File: src/rtl/spinhl_pkg.sv
package spinhl_pkg;
  localparam int SETTLE_MS     = 30;
  localparam int SPINUP_MS     = 1200;
  localparam int BIT_DELAY_EN  = 2;
  localparam int BIT_HEAD_SKIP = 3;

  typedef struct packed {
    logic set_motor;
    logic load_head;
    logic drop_head;
  } action_t;
endpackage

File: src/rtl/spinhl_plan.sv
module spinhl_plan
  import spinhl_pkg::*;
#(
  parameter int HLD_W = 8,
  parameter int MS_W  = 11
) (
  input  logic [7:0]       cmd_byte,
  input  logic             cmd_seek,
  input  logic             var_motor,
  input  logic             motor_now,
  input  logic [HLD_W-1:0] hld_ms,
  output action_t          act,
  output logic [MS_W-1:0]  total_ms
);
  logic [MS_W-1:0] settle_part;
  logic [MS_W-1:0] mech_part;

  always_comb begin
    settle_part = '0;
    if (cmd_byte[BIT_DELAY_EN] && !cmd_seek)
      settle_part = MS_W'(SETTLE_MS);
  end

  always_comb begin
    act       = '0;
    mech_part = '0;
    if (var_motor) begin
      if (!motor_now) begin
        act.set_motor = 1'b1;
        if (!cmd_byte[BIT_HEAD_SKIP])
          mech_part = MS_W'(SPINUP_MS);
      end
    end else if (cmd_seek) begin
      if (cmd_byte[BIT_HEAD_SKIP])
        act.load_head = 1'b1;
      else if (!cmd_byte[BIT_DELAY_EN])
        act.drop_head = 1'b1;
    end else begin
      act.load_head = 1'b1;
      mech_part     = MS_W'(hld_ms);
    end
  end

  assign total_ms = settle_part + mech_part;
endmodule

File: src/rtl/spinhl_timer.sv
module spinhl_timer #(
  parameter int MS_W          = 11,
  parameter int CYCLES_PER_MS = 200_000,
  parameter int CNT_W         = 29
) (
  input  logic            clk,
  input  logic            rst,
  input  logic            start,
  input  logic [MS_W-1:0] delay_ms,
  output logic            waiting,
  output logic            proceed
);
  localparam bit POW2  = (CYCLES_PER_MS & (CYCLES_PER_MS - 1)) == 0;
  localparam int SHIFT = $clog2(CYCLES_PER_MS);

  logic [CNT_W-1:0] load_cycles;
  logic [CNT_W-1:0] cnt_q;

  generate
    if (POW2) begin : g_shift
      assign load_cycles = CNT_W'(delay_ms) << SHIFT;
    end else begin : g_mult
      assign load_cycles = CNT_W'(delay_ms) * CNT_W'(CYCLES_PER_MS);
    end
  endgenerate

  always_ff @(posedge clk) begin
    if (rst) begin
      cnt_q   <= '0;
      waiting <= 1'b0;
      proceed <= 1'b0;
    end else begin
      proceed <= 1'b0;
      if (start) begin
        if (delay_ms == '0) begin
          waiting <= 1'b0;
          proceed <= 1'b1;
        end else begin
          cnt_q   <= load_cycles - CNT_W'(1);
          waiting <= 1'b1;
        end
      end else if (waiting) begin
        if (cnt_q == '0) begin
          waiting <= 1'b0;
          proceed <= 1'b1;
        end else begin
          cnt_q <= cnt_q - CNT_W'(1);
        end
      end
    end
  end
endmodule

File: src/rtl/spinhl_seq.sv
module spinhl_seq
  import spinhl_pkg::*;
#(
  parameter int CYCLES_PER_MS = 200_000,
  parameter int HLD_W         = 8
) (
  input  logic             clk,
  input  logic             rst,
  input  logic             cmd_valid,
  input  logic [7:0]       cmd_byte,
  input  logic             cmd_seek,
  input  logic             var_motor,
  input  logic [HLD_W-1:0] hld_ms,
  output logic             motor_on,
  output logic             head_loaded,
  output logic             hlt_clear,
  output logic             waiting,
  output logic             proceed
);
  localparam int MAX_MS = SETTLE_MS + SPINUP_MS + (1 << HLD_W);
  localparam int MS_W   = $clog2(MAX_MS + 1);
  localparam int CNT_W  = $clog2(MAX_MS * CYCLES_PER_MS + 1);

  action_t         act;
  logic [MS_W-1:0] total_ms;

  spinhl_plan #(.HLD_W(HLD_W), .MS_W(MS_W)) u_plan (
    .cmd_byte (cmd_byte),
    .cmd_seek (cmd_seek),
    .var_motor(var_motor),
    .motor_now(motor_on),
    .hld_ms   (hld_ms),
    .act      (act),
    .total_ms (total_ms)
  );

  spinhl_timer #(.MS_W(MS_W), .CYCLES_PER_MS(CYCLES_PER_MS), .CNT_W(CNT_W)) u_timer (
    .clk     (clk),
    .rst     (rst),
    .start   (cmd_valid),
    .delay_ms(total_ms),
    .waiting (waiting),
    .proceed (proceed)
  );

  always_ff @(posedge clk) begin
    if (rst) begin
      motor_on    <= 1'b0;
      head_loaded <= 1'b0;
      hlt_clear   <= 1'b0;
    end else begin
      hlt_clear <= 1'b0;
      if (cmd_valid) begin
        if (act.set_motor) motor_on <= 1'b1;
        if (act.load_head) head_loaded <= 1'b1;
        if (act.drop_head) begin
          head_loaded <= 1'b0;
          hlt_clear   <= 1'b1;
        end
      end
    end
  end
endmodule

File: config.mk
export PLATFORM = sky130hd
export DESIGN_NAME = spinhl_seq
export DESIGN_NICKNAME = d
export VERILOG_FILES = /design/src/rtl/spinhl_pkg.sv /design/src/rtl/spinhl_plan.sv /design/src/rtl/spinhl_timer.sv /design/src/rtl/spinhl_seq.sv
export SDC_FILE = /design/constraint.sdc
export NUM_CORES = 1
export LEC_CHECK = 0
export ABC_AREA = 1
export BUFFER_PORTS_ARGS = -buffer_cell sky130_fd_sc_hd__buf_2
export CORE_ASPECT_RATIO = 0.7
export CORE_MARGIN = 2
export CORE_UTILIZATION = 64
export CTS_CLUSTER_SIZE = 10
export DETAILED_ROUTE_END_ITERATION = 6
export PLACE_DENSITY = 0.84
export SLEW_MARGIN = 25
export SYNTH_ARGS = -nofsm -noshare
export SYNTH_HDL_FRONTEND = slang
export SYNTH_SLANG_ARGS = --single-unit
File: constraint.sdc
create_clock -name clk -period 8.32 [get_ports clk]
set_input_delay 0.832 -clock clk [delete_from_list [all_inputs] [get_ports clk]]
set_output_delay 0.832 -clock clk [all_outputs]
set_load 0.01 [all_outputs]
Word-level counts from Yosys, hierarchy flattened

Cells that the tools add are included.
Widths: inputs -> output; s select.

Add/sub/neg operators: 3
$mul: 1
Equality and inequality tests: 2
Mux-type cells: 28
Bitwise gates (word level): 1
Reduce and logical (&&, ||, !) cells: 10

Operator list:

| kind                   | number |
|---|---|
| $mux 29                | 4 |
| $sub 29x1->29 const B  | 2 |
| $mux 11                | 3 |
| $logic_not 29->1       | 1 |
| $mul 11x12->23 const B | 1 |
| $mux 1                 | 18 |
| $add 5x11->11          | 1 |
| $logic_not 11->1       | 1 |
| $mux 8                 | 1 |
| $mux 5                 | 1 |
| $ne 2x2->1 const B     | 2 |
| $reduce_and 2->1       | 2 |
| $reduce_bool 2->1      | 2 |
| $reduce_and 3->1       | 1 |
| $mux 2                 | 1 |
| $reduce_or 2->1        | 1 |
| $logic_and 1x1->1      | 1 |
| $logic_not 1->1        | 1 |
| $not 1->1              | 1 |

Register bits after elaboration: 34
Output and inout bits: 5

Logic depth before layout (Yosys ltp)

Gate-level depths: netlist (run 1).

Depth after elaboration: 8
Depth in mapped cells: 37
Mapped depth without buffers: 37

By module

From an unflattened synthesis (run 1), not the netlist that was laid out.

Cell total of the unflattened synthesis: 856
Area, all modules: 5517.8 sq um

Modules (own cells, without submodules):

| module       | instances | cells an instance | area each (sq um) | sequential area each (sq um) |
|---|---|---|---|---|
| spinhl_timer | 1         | 783               | 5066.1            | 620.6 |
| spinhl_plan  | 1         | 62                | 356.6             | 0.0 |
| spinhl_seq   | 1         | 11                | 95.1              | 60.1 |

Worst setup path after synthesis (run 1)

No wires, ideal clock.

Path kind: input to register
From: input port cmd_byte[2]
To: register u_timer.cnt_q[25]
Data arrival time: 6.239 ns
Required time: 8.208 ns
Path slack: 1.969 ns
Cell stages on the path: 34
Cells stage by stage: inv_1 -> nor2_1 -> ha_1 -> inv_1 -> fa_1 -> o21ai_0 -> nand2_1 -> nor2_1 -> xnor2_1 -> inv_1 -> ha_1 -> ha_1 -> inv_1 -> fa_1 -> fa_1 -> inv_1 -> fa_1 -> ha_1 -> nand2_1 -> inv_1 -> a21oi_1 -> nand2_1 -> nand2_1 -> nand2_1 -> nor2_2 -> inv_2 -> nor2_4 -> nand2_2 -> nor2_2 -> nand2_1 -> nand2_1 -> nand3_1 -> nand2_1 -> nand2_1

Cells in the longest elaborated chain, start to end: 7
Elaborated cells between the ends (all ways): 10
Classes of those cells: add/sub: 2; mul: 1; eq/ne: 1; mux: 3; reduce/logical: 3

RTL lines:

| element               | line               | text |
|---|---|---|
| from (decl)           | spinhl_seq.sv:10   | `input logic [7:0] cmd_byte,` |
| $logic_and 1x1->1 (*) | spinhl_plan.sv:20  | `if (cmd_byte[BIT_DELAY_EN] && !cmd_seek)` |
| $mux 5 (*)            | spinhl_plan.sv:20  |  |
| $add 5x11->11 (*)     | spinhl_plan.sv:44  | `assign total_ms = settle_part + mech_part;` |
| $mul 11x12->23        | spinhl_timer.sv:23 | `assign load_cycles = CNT_W'(delay_ms) * CNT_W'(CYCLES_PER_MS);` |
| $sub 29x1->29         | spinhl_timer.sv:39 | `cnt_q <= load_cycles - CNT_W'(1);` |
| $mux 29               | spinhl_timer.sv:35 | `if (delay_ms == '0) begin` |
| $mux 29               | spinhl_timer.sv:34 | `if (start) begin` |
| to (signal assigned)  | spinhl_timer.sv:39 |  |
| to (signal assigned)  | spinhl_timer.sv:47 | `cnt_q <= cnt_q - CNT_W'(1);` |
| to (decl)             | spinhl_timer.sv:17 | `logic [CNT_W-1:0] cnt_q;` |

Every way passes the cells marked *; elsewhere a longest branch is shown, timed or not. The select of a mux whose other input is x is not followed.
A chain may end at the register's enable or synchronous reset.

Final worst setup path (run 1)

From: input port cmd_seek
To: register u_timer.cnt_q[25]

Cells in the longest elaborated chain, start to end: 8
Elaborated cells between the ends (all ways): 13
Classes of those cells: add/sub: 2; mul: 1; eq/ne: 1; mux: 5; reduce/logical: 4

RTL lines:

| element           | line               | text |
|---|---|---|
| from (decl)       | spinhl_seq.sv:11   | `input logic cmd_seek,` |
| $logic_not 1->1   | spinhl_plan.sv:20  |  |
| $logic_and 1x1->1 | spinhl_plan.sv:20  |  |
| $mux 5            | spinhl_plan.sv:20  |  |
| $add 5x11->11 (*) | spinhl_plan.sv:44  |  |
| $mul 11x12->23    | spinhl_timer.sv:23 |  |
| $sub 29x1->29     | spinhl_timer.sv:39 |  |
| $mux 29           | spinhl_timer.sv:35 |  |
| $mux 29           | spinhl_timer.sv:34 |  |

Marked as above.

==> results of run 1 <==
area by class of cell:
cell class	count	area, um2	share of cell area [%]
Multi-Input combinational cell	652	4080	71.0
Timing Repair Buffer	19	95.1	1.66
Inverter	161	604	10.5
Sequential cell	34	681	11.9
Tap cell	105	131	2.29
Clock inverter	2	12.5	0.218
Clock buffer	6	139	2.42
path summary, 6_finish.rpt:
kind                             startpoint                              to  slack [ns]  depth (start not counted)
min          u_timer.cnt_q[26]$_SDFFE_PP0P_  u_timer.cnt_q[26]$_SDFFE_PP0P_        0.49                          2
max                                cmd_seek  u_timer.cnt_q[25]$_SDFFE_PP0P_        1.24                         33
min reg2reg  u_timer.cnt_q[26]$_SDFFE_PP0P_  u_timer.cnt_q[26]$_SDFFE_PP0P_        0.49                          2
max reg2reg           motor_on$_SDFFE_PP0P_  u_timer.cnt_q[25]$_SDFFE_PP0P_        1.80                         33
power groups by stage:
| stage | Sequential (uW) | Combinational [uW] | Clock (uW) |
|---|---|---|---|
| 3_3_place_gp | 211 | 843 | 0 |
| 2_1_floorplan | 208 | 702 | 0 |
| 6_report | 211 | 897 | 192 |
| 3_5_place_dp | 213 | 877 | 0 |
| 5_1_grt | 214 | 1020 | 197 |
| 4_1_cts | 210 | 884 | 192 |
cell families (layout without fill, tap and decap cells):
family / count (synthesis) / in the layout / synth area share (%)
AND/OR/NAND/NOR: 429 / 429 / 34.7
buffers and inverters: 171 / 188 / 12.3
adder cells (fa/ha/maj): 107 / 107 / 27.4
flip-flops: 34 / 34 / 12.5
XOR/XNOR: 22 / 22 / 3.69
AO/OA/AOI/OAI: 94 / 94 / 9.38
worst max-delay path: cells and delay by family:
| family | cells | cell delay [ns] |
|---|---|---|
| AOI/OAI and AO/OA | 1 | 0.29 |
| xor gates and xnor gates | 1 | 0.27 |
| adders and majority gates | 8 | 3.27 |
| buffers and inverters | 6 | 0.60 |
| and+or+nand+nor | 17 | 1.99 |
stage by stage:
| step | hold slack (ns) | std cells | utilization, % |
|---|---|---|---|
| finish | 0.492 | 979 | 68.9 |
| global route | 0.509 | 979 | 68.9 |
| CTS | 0.494 | 979 | 68.9 |
| detailed placement | 0.480 | 971 | 67.0 |
| global placement | 0.466 | 971 | 67.0 |
| floorplan | 0.451 | 857 | - |
metal layers:
layer / vias up / GRT usage (%)
li1: 2756 / -
met3: 15 / 5.67
met1: 2428 / 42.1
met4: 0 / 4.15
met2: 160 / 49.2
met5: - / 0
state kept, by name, indices dropped and copies added (netlist names):
register and count:
head_loaded 1, u_timer.cnt_q 29, u_timer.waiting 1, hlt_clear 1
motor_on 1, u_timer.proceed 1
layout by cell type (no fill, tap or decap), types with 14 or more instances in the layout:
cell type	instances
inv_1	152
buf_2	19
a21oi_1	30
xor2_1	14
nand2_1	233
nor2_1	67
nand3_1	61
dfxtp_1	34
o21ai_0	36
fa_1	20
ha_1	87
nor2_2	14
==> results.ini, run 1 <==
[cts]
htree_num_levels = 2
cts.clk_slew.worst_paths_ns = 0.05
clkSinkCount = 34
cts_buffer_depth = 2
cts_hold_buf = 0
ctsResizeCount = 0
cts_buffers = 5
cts_tree = yes
insertion_delay_ns = 0.29
postCtsSetupBuffers = 0
cts_root_buffer = clkbuf_16

[worst_setup_path]
path_common_cell = nand2_1
arrival_ns = 7.26
cp_max_fo = 6
crit_path_top_delay_cell = fa_1
crit_path_end_kind = register
max_stage_delay_ns = 0.58
required_ns = 8.50
startpoint_type = input port
critPathKind = input port to register

[yosys]
synth.distinct_cells = 37
synth_ff_type = dfxtp_1
synth_cells = 857
syn-num-nets = 985
syn_avg_cell_area_um2 = 6.33
ys_seq_area_share_pct = 12.5
ys_ff_latch = 34
synth_edf_count = 0
synth_largest_area_cell = ha_1
synth.area.top_cells = ha_1 20%, nand2_1 16%, dfxtp_1 13%
netlist.area_leader.share_pct = 20.1
yosys-top-cells-count = 233 x nand2_1, 152 x inv_1, 87 x ha_1, 67 x nor2_1, 61 x nand3_1
yosys.cell_count.top_type = nand2_1
syn_area_um2 = 5430
yosys_warnings = 0
async_flop_share_pct = 0

[hold_path]
hold_class = register to register

[grt]
grt_use_total_pct = 29.9
antenna_found_initial = 0
gr-total-overflow = 0
grt_pass1_vias = 4883
grt_pass1_wl_mm = 22.2
grt_max_degree = 33

[sta]
finClkSkew_ns = 0.00545
tns_ns = 0
setup_slack_ns = 1.24
timing.final.crit_period_ns = 7.08
period_share_pct = 85.2
fmax_mhz = 141
maxSlewViolCount = 0
rsz0062_at_grt = false
relSlewSlack_pct = 45.9
hold_viol = 0
report.final.setup_viol = 0
worstMarginPinSlew_ns = 0.811

[power]
max-vdd-ir-drop_mv = 0.153
power.share.switching_pct = 53.4
switching_power_uw = 694
power.density_nw_per_um2 = 226
power_frac_comb_pct = 69.0
p_total_uw = 1300
cellLeakagePower_uw = 0.00324
pwr-share-seq_pct = 16.2
internal_power_uw = 605
pwr-share-clk_pct = 14.8

[drt]
vias = 5359
dr_wl_met2_mm = 5.77
met3_length_um = 869
final_antenna_net_count = 0
wl_per_cell_um = 13.7
top_layer = met4
dr.pass1.iters = 5
drc = 0
vias_per_cell = 5.47
totalWireLength_mm = 13.5
wl_met1_mm = 6.67
first_iter_violations = 496

[placed_design]
dp_slack_ns = 0.966
place_area_um2 = 5590
numPortBuffers = 19
dp_hpwl_mm = 11.1
gp_congestion = 1.05

[final_layout]
fill_cells = 726
diodes = 0
drive_gt1_share_pct = 8.12
nets = 1001
stdcell_area_um2 = 5740
area_growth_pct = 5.81

[floorplan]
die_w_um = 114
initial_core_util_pct = 65.1
die_h_um = 81.0
core_area_um2 = 8340
io_pins = 26
rows = 28
dieArea_um2 = 9240

[outcome]
status = finished clean

[flow_run]
cap_violations = 0

(Power assumes the default switching activity.)
==> run 2: changes to the inputs <==
==> constraint.sdc (replaced) <==
create_clock -name clk -period 8.32 [get_ports clk]
set_input_delay 0.416 -clock clk [delete_from_list [all_inputs] [get_ports clk]]
set_output_delay 0.416 -clock clk [all_outputs]
set_load 0.01 [all_outputs]
==> run 2 against run 1 <==
  * Sequential power is essentially flat
  * First-iteration DRC count decreased by 15%
  * Cell count shrank 0.10%
  * Total power down 0.48%
  * Largest cell class unchanged
  * Highest routed layer unchanged
==> results.ini, run 2 (synthesis results as in run 1) <==
[outcome]
status = finished clean  ; unchanged

[grt]
antenna_found_initial = 0  ; unchanged
grt_use_total_pct = 31.0  ; was 29.9%
grt_pass1_vias = 5009  ; was 4,883
grt_max_degree = 33  ; unchanged
grt_pass1_wl_mm = 22.9  ; was 22.2 mm
gr-total-overflow = 0  ; unchanged

[sta]
tns_ns = 0  ; unchanged
report.final.setup_viol = 0  ; unchanged
period_share_pct = 81.5  ; was 85.2%
fmax_mhz = 147  ; was 141 MHz
maxSlewViolCount = 0  ; unchanged
hold_viol = 0  ; unchanged
rsz0062_at_grt = false  ; unchanged
finClkSkew_ns = 0.00264  ; was 0.00545 ns
relSlewSlack_pct = 49.0  ; was 45.9%
timing.final.crit_period_ns = 6.78  ; was 7.08 ns
worstMarginPinSlew_ns = 0.764  ; was 0.811 ns

[hold_path]
min_delay_path_depth = 2  ; unchanged
min_from = rst  ; was u_timer.cnt_q[26]$_SDFFE_PP0P_
hold_end = u_timer.cnt_q[4]$_SDFFE_PP0P_  ; was u_timer.cnt_q[26]$_SDFFE_PP0P_
hold_class = input port to register  ; was register to register

[cts]
insertion_delay_ns = 0.29  ; about the same
cts_root_buffer = clkbuf_16  ; unchanged
cts_hold_buf = 0  ; unchanged
cts.clk_slew.worst_paths_ns = 0.05  ; about the same
cts_buffer_depth = 2  ; unchanged
cts_tree = yes  ; unchanged
ctsResizeCount = 0  ; unchanged
clkSinkCount = 34  ; unchanged
postCtsSetupBuffers = 0  ; unchanged
htree_num_levels = 2  ; unchanged
cts_buffers = 5  ; unchanged

[final_layout]
drive_gt1_share_pct = 8.02  ; was 8.12%
nets = 1001  ; unchanged
final_util_pct = 68.7  ; was 68.9%
largest_register = u_timer.cnt_q  ; unchanged
final_cell_mix = 233 x nand2_1, 152 x inv_1, 87 x ha_1, 67 x nor2_1, 61 x nand3_1  ; unchanged
mostFrequentLayoutCell = nand2_1  ; unchanged
area_growth_pct = 5.51  ; was 5.81%
diodes = 0  ; unchanged
largest_reg_flops = 29  ; unchanged

[power]
power_frac_comb_pct = 69.8  ; was 69.0%
internal_power_uw = 595  ; was 605 uW
max-vdd-ir-drop_mv = 0.128  ; was 0.153 mV
cellLeakagePower_uw = 0.00324  ; about the same
power.share.switching_pct = 54.0  ; was 53.4%
pwr-share-seq_pct = 16.3  ; was 16.2%
power.density_nw_per_um2 = 226  ; about the same
pwr-share-clk_pct = 13.8  ; was 14.8%
switching_power_uw = 698  ; was 694 uW

[worst_setup_path]
startpoint_type = input port  ; unchanged
crit_path_top_delay_cell = fa_1  ; unchanged
worst-r2r-cell-count = 31  ; was 33
path_common_cell = nand2_1  ; unchanged
r2r_start = motor_on$_SDFFE_PP0P_  ; unchanged
max_stage_delay_ns = 0.58  ; about the same
r2r_end = u_timer.cnt_q[22]$_SDFFE_PP0P_  ; was u_timer.cnt_q[25]$_SDFFE_PP0P_
arrival_ns = 6.96  ; was 7.26 ns
reg2reg_slack_ns = 1.69  ; was 1.80 ns
crit_path_end_kind = register  ; unchanged
cp_max_fo = 6  ; unchanged
critPathKind = input port to register  ; unchanged
required_ns = 8.50  ; about the same

[drt]
vias_per_cell = 5.60  ; was 5.47
final_antenna_net_count = 0  ; unchanged
vias = 5478  ; was 5,359
wl_per_cell_um = 14.0  ; was 13.7 um
dr.pass1.iters = 5  ; unchanged
totalWireLength_mm = 13.7  ; was 13.5 mm
first_iter_violations = 423  ; was 496
drc = 0  ; unchanged

[placed_design]
numPortBuffers = 19  ; unchanged
gp_congestion = 1.05  ; about the same
dp_hpwl_mm = 11.1  ; about the same

[floorplan]
dieArea_um2 = 9240  ; unchanged
die_w_um = 114  ; unchanged
rows = 28  ; unchanged
core_area_um2 = 8340  ; unchanged
initial_core_util_pct = 65.1  ; unchanged
io_pins = 26  ; unchanged
die_h_um = 81.0  ; unchanged

[flow_run]
cap_violations = 0  ; unchanged

-- run 2: cell count changes in the layout (fill, tap and decap cells not counted) --
cell,delta
clkbuf_8,-1
clkinv_2,+1
clkinvlp_4,-1
-- run 2: metrics by stage --
step	cell area [um2]	instances	total power, uW	hold WS (ns)	worst slack, ns
2_1_floorplan	5430	857	910	0.451	2.38
3_3_place_gp	5590	971	1050	0.466	1.61
3_5_place_dp	5590	971	1090	0.473	1.33
4_1_cts	5730	978	1280	0.415	1.65
5_1_grt	5730	978	1430	0.440	1.05
6_report	5730	978	1290	0.410	1.54
-- run 2: worst max path at each step --
stage | startpoint | endpoint | slack [ns] | cells past startpoint
finish | cmd_seek | u_timer.cnt_q[22]$_SDFFE_PP0P_ | 1.54 | 31
global placement | cmd_seek | u_timer.cnt_q[25]$_SDFFE_PP0P_ | 1.61 | 34
global route | cmd_seek | u_timer.cnt_q[25]$_SDFFE_PP0P_ | 1.05 | 34
floorplan | cmd_byte[2] | u_timer.cnt_q[25]$_SDFFE_PP0P_ | 2.38 | 34
CTS | cmd_seek | u_timer.cnt_q[25]$_SDFFE_PP0P_ | 1.65 | 33
detailed placement | cmd_seek | u_timer.cnt_q[25]$_SDFFE_PP0P_ | 1.33 | 33
-- run 2: per-layer routing --
metal	track usage (%)	vias up	wire [um]
li1	-	2771	-
met1	43.3	2466	6560
met2	51.0	217	5970
met3	5.37	24	990
met4	5.61	0	216
met5	0	-	0
-- run 2: final cells by class --
cell class	instances	area, um2
clock buffers	5	125
clock inverters	2	10.0
fillers	714	2610
inverters	161	604
multi-input cells	652	4080
flip-flops and latches	34	681
well taps	105	131
repair buffers	19	95.1
-- run 2: power by group through the flow --
stage               logic (uW)  clock network, uW  registers (uW)
finish                     903                179             211
global placement           843                  0             211
detailed placement         876                  0             213
global route              1030                186             214
floorplan                  702                  0             208
CTS                        887                179             210
-- run 2: worst max-delay path: cells and delay by family --
family,cells,cell delay [ns]
fa+ha+maj,8,3.28
buf+inv,6,0.59
simple gates,14,1.91
xor+xnor,1,0.31
compound gates,2,0.44
==> run 3: changes to the inputs <==
clock period = 6.73 ns   (was 8.32 ns; I/O delays follow)
==> run 3 against run 2 <==
  * Hold slack got worse by 0.065 ns
  * Clock skew rose by 0.0012 ns
  * Register-to-register slack got worse by 1.2 ns
  * Non-clock buffer count rose by 3
  * Die area did not move
  * Total power rose by 31%
  * Via count rose by 1.0%
  * Clock power rose by 73%
  * Final area rose by 1.5%
  * Critical path depth did not move
  * Critical endpoint unchanged
  * Largest cell class unchanged
==> results.ini, run 3 (synthesis results as in run 1) <==
[outcome]
status = finished clean  ; unchanged

[sta]
hold_viol = 0  ; unchanged
worstMarginPinSlew_ns = 0.776  ; was 0.764 ns
rsz0062_at_grt = false  ; unchanged
timing.final.crit_period_ns = 6.25
tns_ns = 0  ; unchanged
fmax_mhz = 160
maxSlewViolCount = 0  ; unchanged
relSlewSlack_pct = 48.2  ; was 49.0%
finClkSkew_ns = 0.00385  ; was 0.00264 ns
period_share_pct = 92.8
report.final.setup_viol = 0  ; unchanged

[placed_design]
dp_cells = 974  ; was 971
numPortBuffers = 19  ; unchanged
gp_congestion = 0.959  ; was 1.05
dp_hpwl_mm = 11.2  ; was 11.1 mm

[worst_setup_path]
cp_num_buf_inv = 5  ; was 6
arrival_ns = 6.43  ; was 6.96 ns
crit_path_top_delay_cell = fa_1  ; unchanged
crit_path_end_kind = register  ; unchanged
r2r_start = motor_on$_SDFFE_PP0P_  ; unchanged
worst-r2r-cell-count = 31  ; unchanged
cp_top_family = adder cells  ; unchanged
cp_max_fo = 6  ; unchanged
path_common_cell = nand2_1  ; unchanged
critPathKind = register to register  ; was input port to register
max_stage_delay_ns = 0.57  ; was 0.58 ns
r2r_end = u_timer.cnt_q[22]$_SDFFE_PP0P_  ; unchanged
startpoint_type = register  ; was input port
reg2reg_slack_ns = 0.48  ; was 1.69 ns
required_ns = 6.91  ; was 8.50 ns

[drt]
totalWireLength_mm = 14.0  ; was 13.7 mm
dr.pass1.iters = 6  ; was 5
final_antenna_net_count = 0  ; unchanged
wl_per_cell_um = 14.3  ; was 14.0 um
vias_per_cell = 5.63  ; was 5.60
first_iter_violations = 397  ; was 423
vias = 5533  ; was 5,478
drc = 0  ; unchanged

[final_layout]
mostFrequentLayoutCell = nand2_1  ; unchanged
largest_register = u_timer.cnt_q  ; unchanged
multiInputGateArea_um2 = 4080  ; about the same
largest_reg_flops = 29  ; unchanged
fill_cells = 713  ; was 714
diodes = 0  ; unchanged
regArea_um2 = 681  ; unchanged
nets = 1004  ; was 1,001
area_growth_pct = 7.06  ; was 5.51%
drive_gt1_share_pct = 8.55  ; was 8.02%
final_cell_mix = 233 x nand2_1, 152 x inv_1, 87 x ha_1, 66 x nor2_1, 61 x nand3_1  ; was 233 x nand2_1, 152 x inv_1, 87 x ha_1, 67 x nor2_1, 61 x nand3_1
fin_cells = 982  ; was 978

[floorplan]
io_pins = 26  ; unchanged
rows = 28  ; unchanged
core_area_um2 = 8340  ; unchanged
initial_core_util_pct = 65.1  ; unchanged
dieArea_um2 = 9240  ; unchanged
die_w_um = 114  ; unchanged
die_h_um = 81.0  ; unchanged

[cts]
cts.clk_slew.worst_paths_ns = 0.06  ; was 0.05 ns
cts_buffer_depth = 2  ; unchanged
postCtsSetupBuffers = 0  ; unchanged
cts_tree = yes  ; unchanged
clkSinkCount = 34  ; unchanged
insertion_delay_ns = 0.29  ; about the same
cts_buffers = 5  ; unchanged
cts_hold_buf = 0  ; unchanged
htree_num_levels = 2  ; unchanged
ctsResizeCount = 0  ; unchanged
cts_root_buffer = clkbuf_16  ; unchanged

[grt]
grt_use_total_pct = 31.4  ; was 31.0%
grt_max_degree = 33  ; unchanged
antenna_found_initial = 0  ; unchanged
grt_pass1_vias = 5139  ; was 5,009
gr-total-overflow = 0  ; unchanged
grt_pass1_wl_mm = 23.3  ; was 22.9 mm

[power]
cellLeakagePower_uw = 0.00328  ; was 0.00324 uW
power.density_nw_per_um2 = 292  ; was 226 nW/um2
max-vdd-ir-drop_mv = 0.210  ; was 0.128 mV
p_total_uw = 1700  ; was 1290 uW

[flow_run]
cap_violations = 0  ; unchanged

[hold_path]
min_delay_path_depth = 3  ; was 2
hold_end = head_loaded$_SDFFE_PP0P_  ; was u_timer.cnt_q[4]$_SDFFE_PP0P_
hold_class = input port to register  ; unchanged
min_from = cmd_byte[2]  ; was rst

-- run 3: layout make-up --
class / instances / area share, %
Clock buffer: 5 / 2.15
Clock inverter: 3 / 1.18
Inverter: 161 / 10.4
Multi-Input combinational cell: 652 / 70.3
Sequential cell: 34 / 11.7
Tap cell: 105 / 2.26
Timing Repair Buffer: 22 / 2.02
-- run 3: tightest hold or removal path, stage by stage --
cell and delay [ns]:
buf_2 0.09, nor4_1 0.05, nor3_1 0.11
-- run 3: how the worst max path moves through the flow --
| stage | startpoint | end | slack (ns) | depth (start not counted) |
|---|---|---|---|---|
| 6_report | motor_on$_SDFFE_PP0P_ | u_timer.cnt_q[22]$_SDFFE_PP0P_ | 0.48 | 31 |
| 5_1_grt | motor_on$_SDFFE_PP0P_ | u_timer.cnt_q[25]$_SDFFE_PP0P_ | 0.02 | 33 |
| 4_1_cts | motor_on$_SDFFE_PP0P_ | u_timer.cnt_q[25]$_SDFFE_PP0P_ | 0.44 | 33 |
| 3_5_place_dp | cmd_seek | u_timer.cnt_q[25]$_SDFFE_PP0P_ | 0.22 | 35 |
| 3_3_place_gp | cmd_seek | u_timer.cnt_q[25]$_SDFFE_PP0P_ | 0.48 | 36 |
| 2_1_floorplan | cmd_byte[2] | u_timer.cnt_q[25]$_SDFFE_PP0P_ | 0.87 | 34 |
-- run 3: where the power goes --
group,internal (uW),switching [uW]
combinational,372,756
clock,213,97.2
sequential,230,29.7
-- run 3: metrics by stage --
stage / utilization [%] / hold slack (ns) / area, um2 / setup WS, ns
after CTS: 69.6 / 0.340 / 5810 / 0.444
after floorplan: - / 0.451 / 5430 / 0.874
after global routing: 69.7 / 0.358 / 5810 / 0.0186
after detailed placement: 67.3 / 0.478 / 5610 / 0.222
final: 69.7 / 0.345 / 5810 / 0.484
after global placement: 67.3 / 0.466 / 5610 / 0.481
-- run 3: layer usage --
metal	up-vias	global-route usage [%]	routed length (um)
li1	2762	-	-
met2	208	51.5	6060
met1	2541	43.6	6720
met3	22	5.90	1040
met4	0	6.34	208
met5	-	0	0
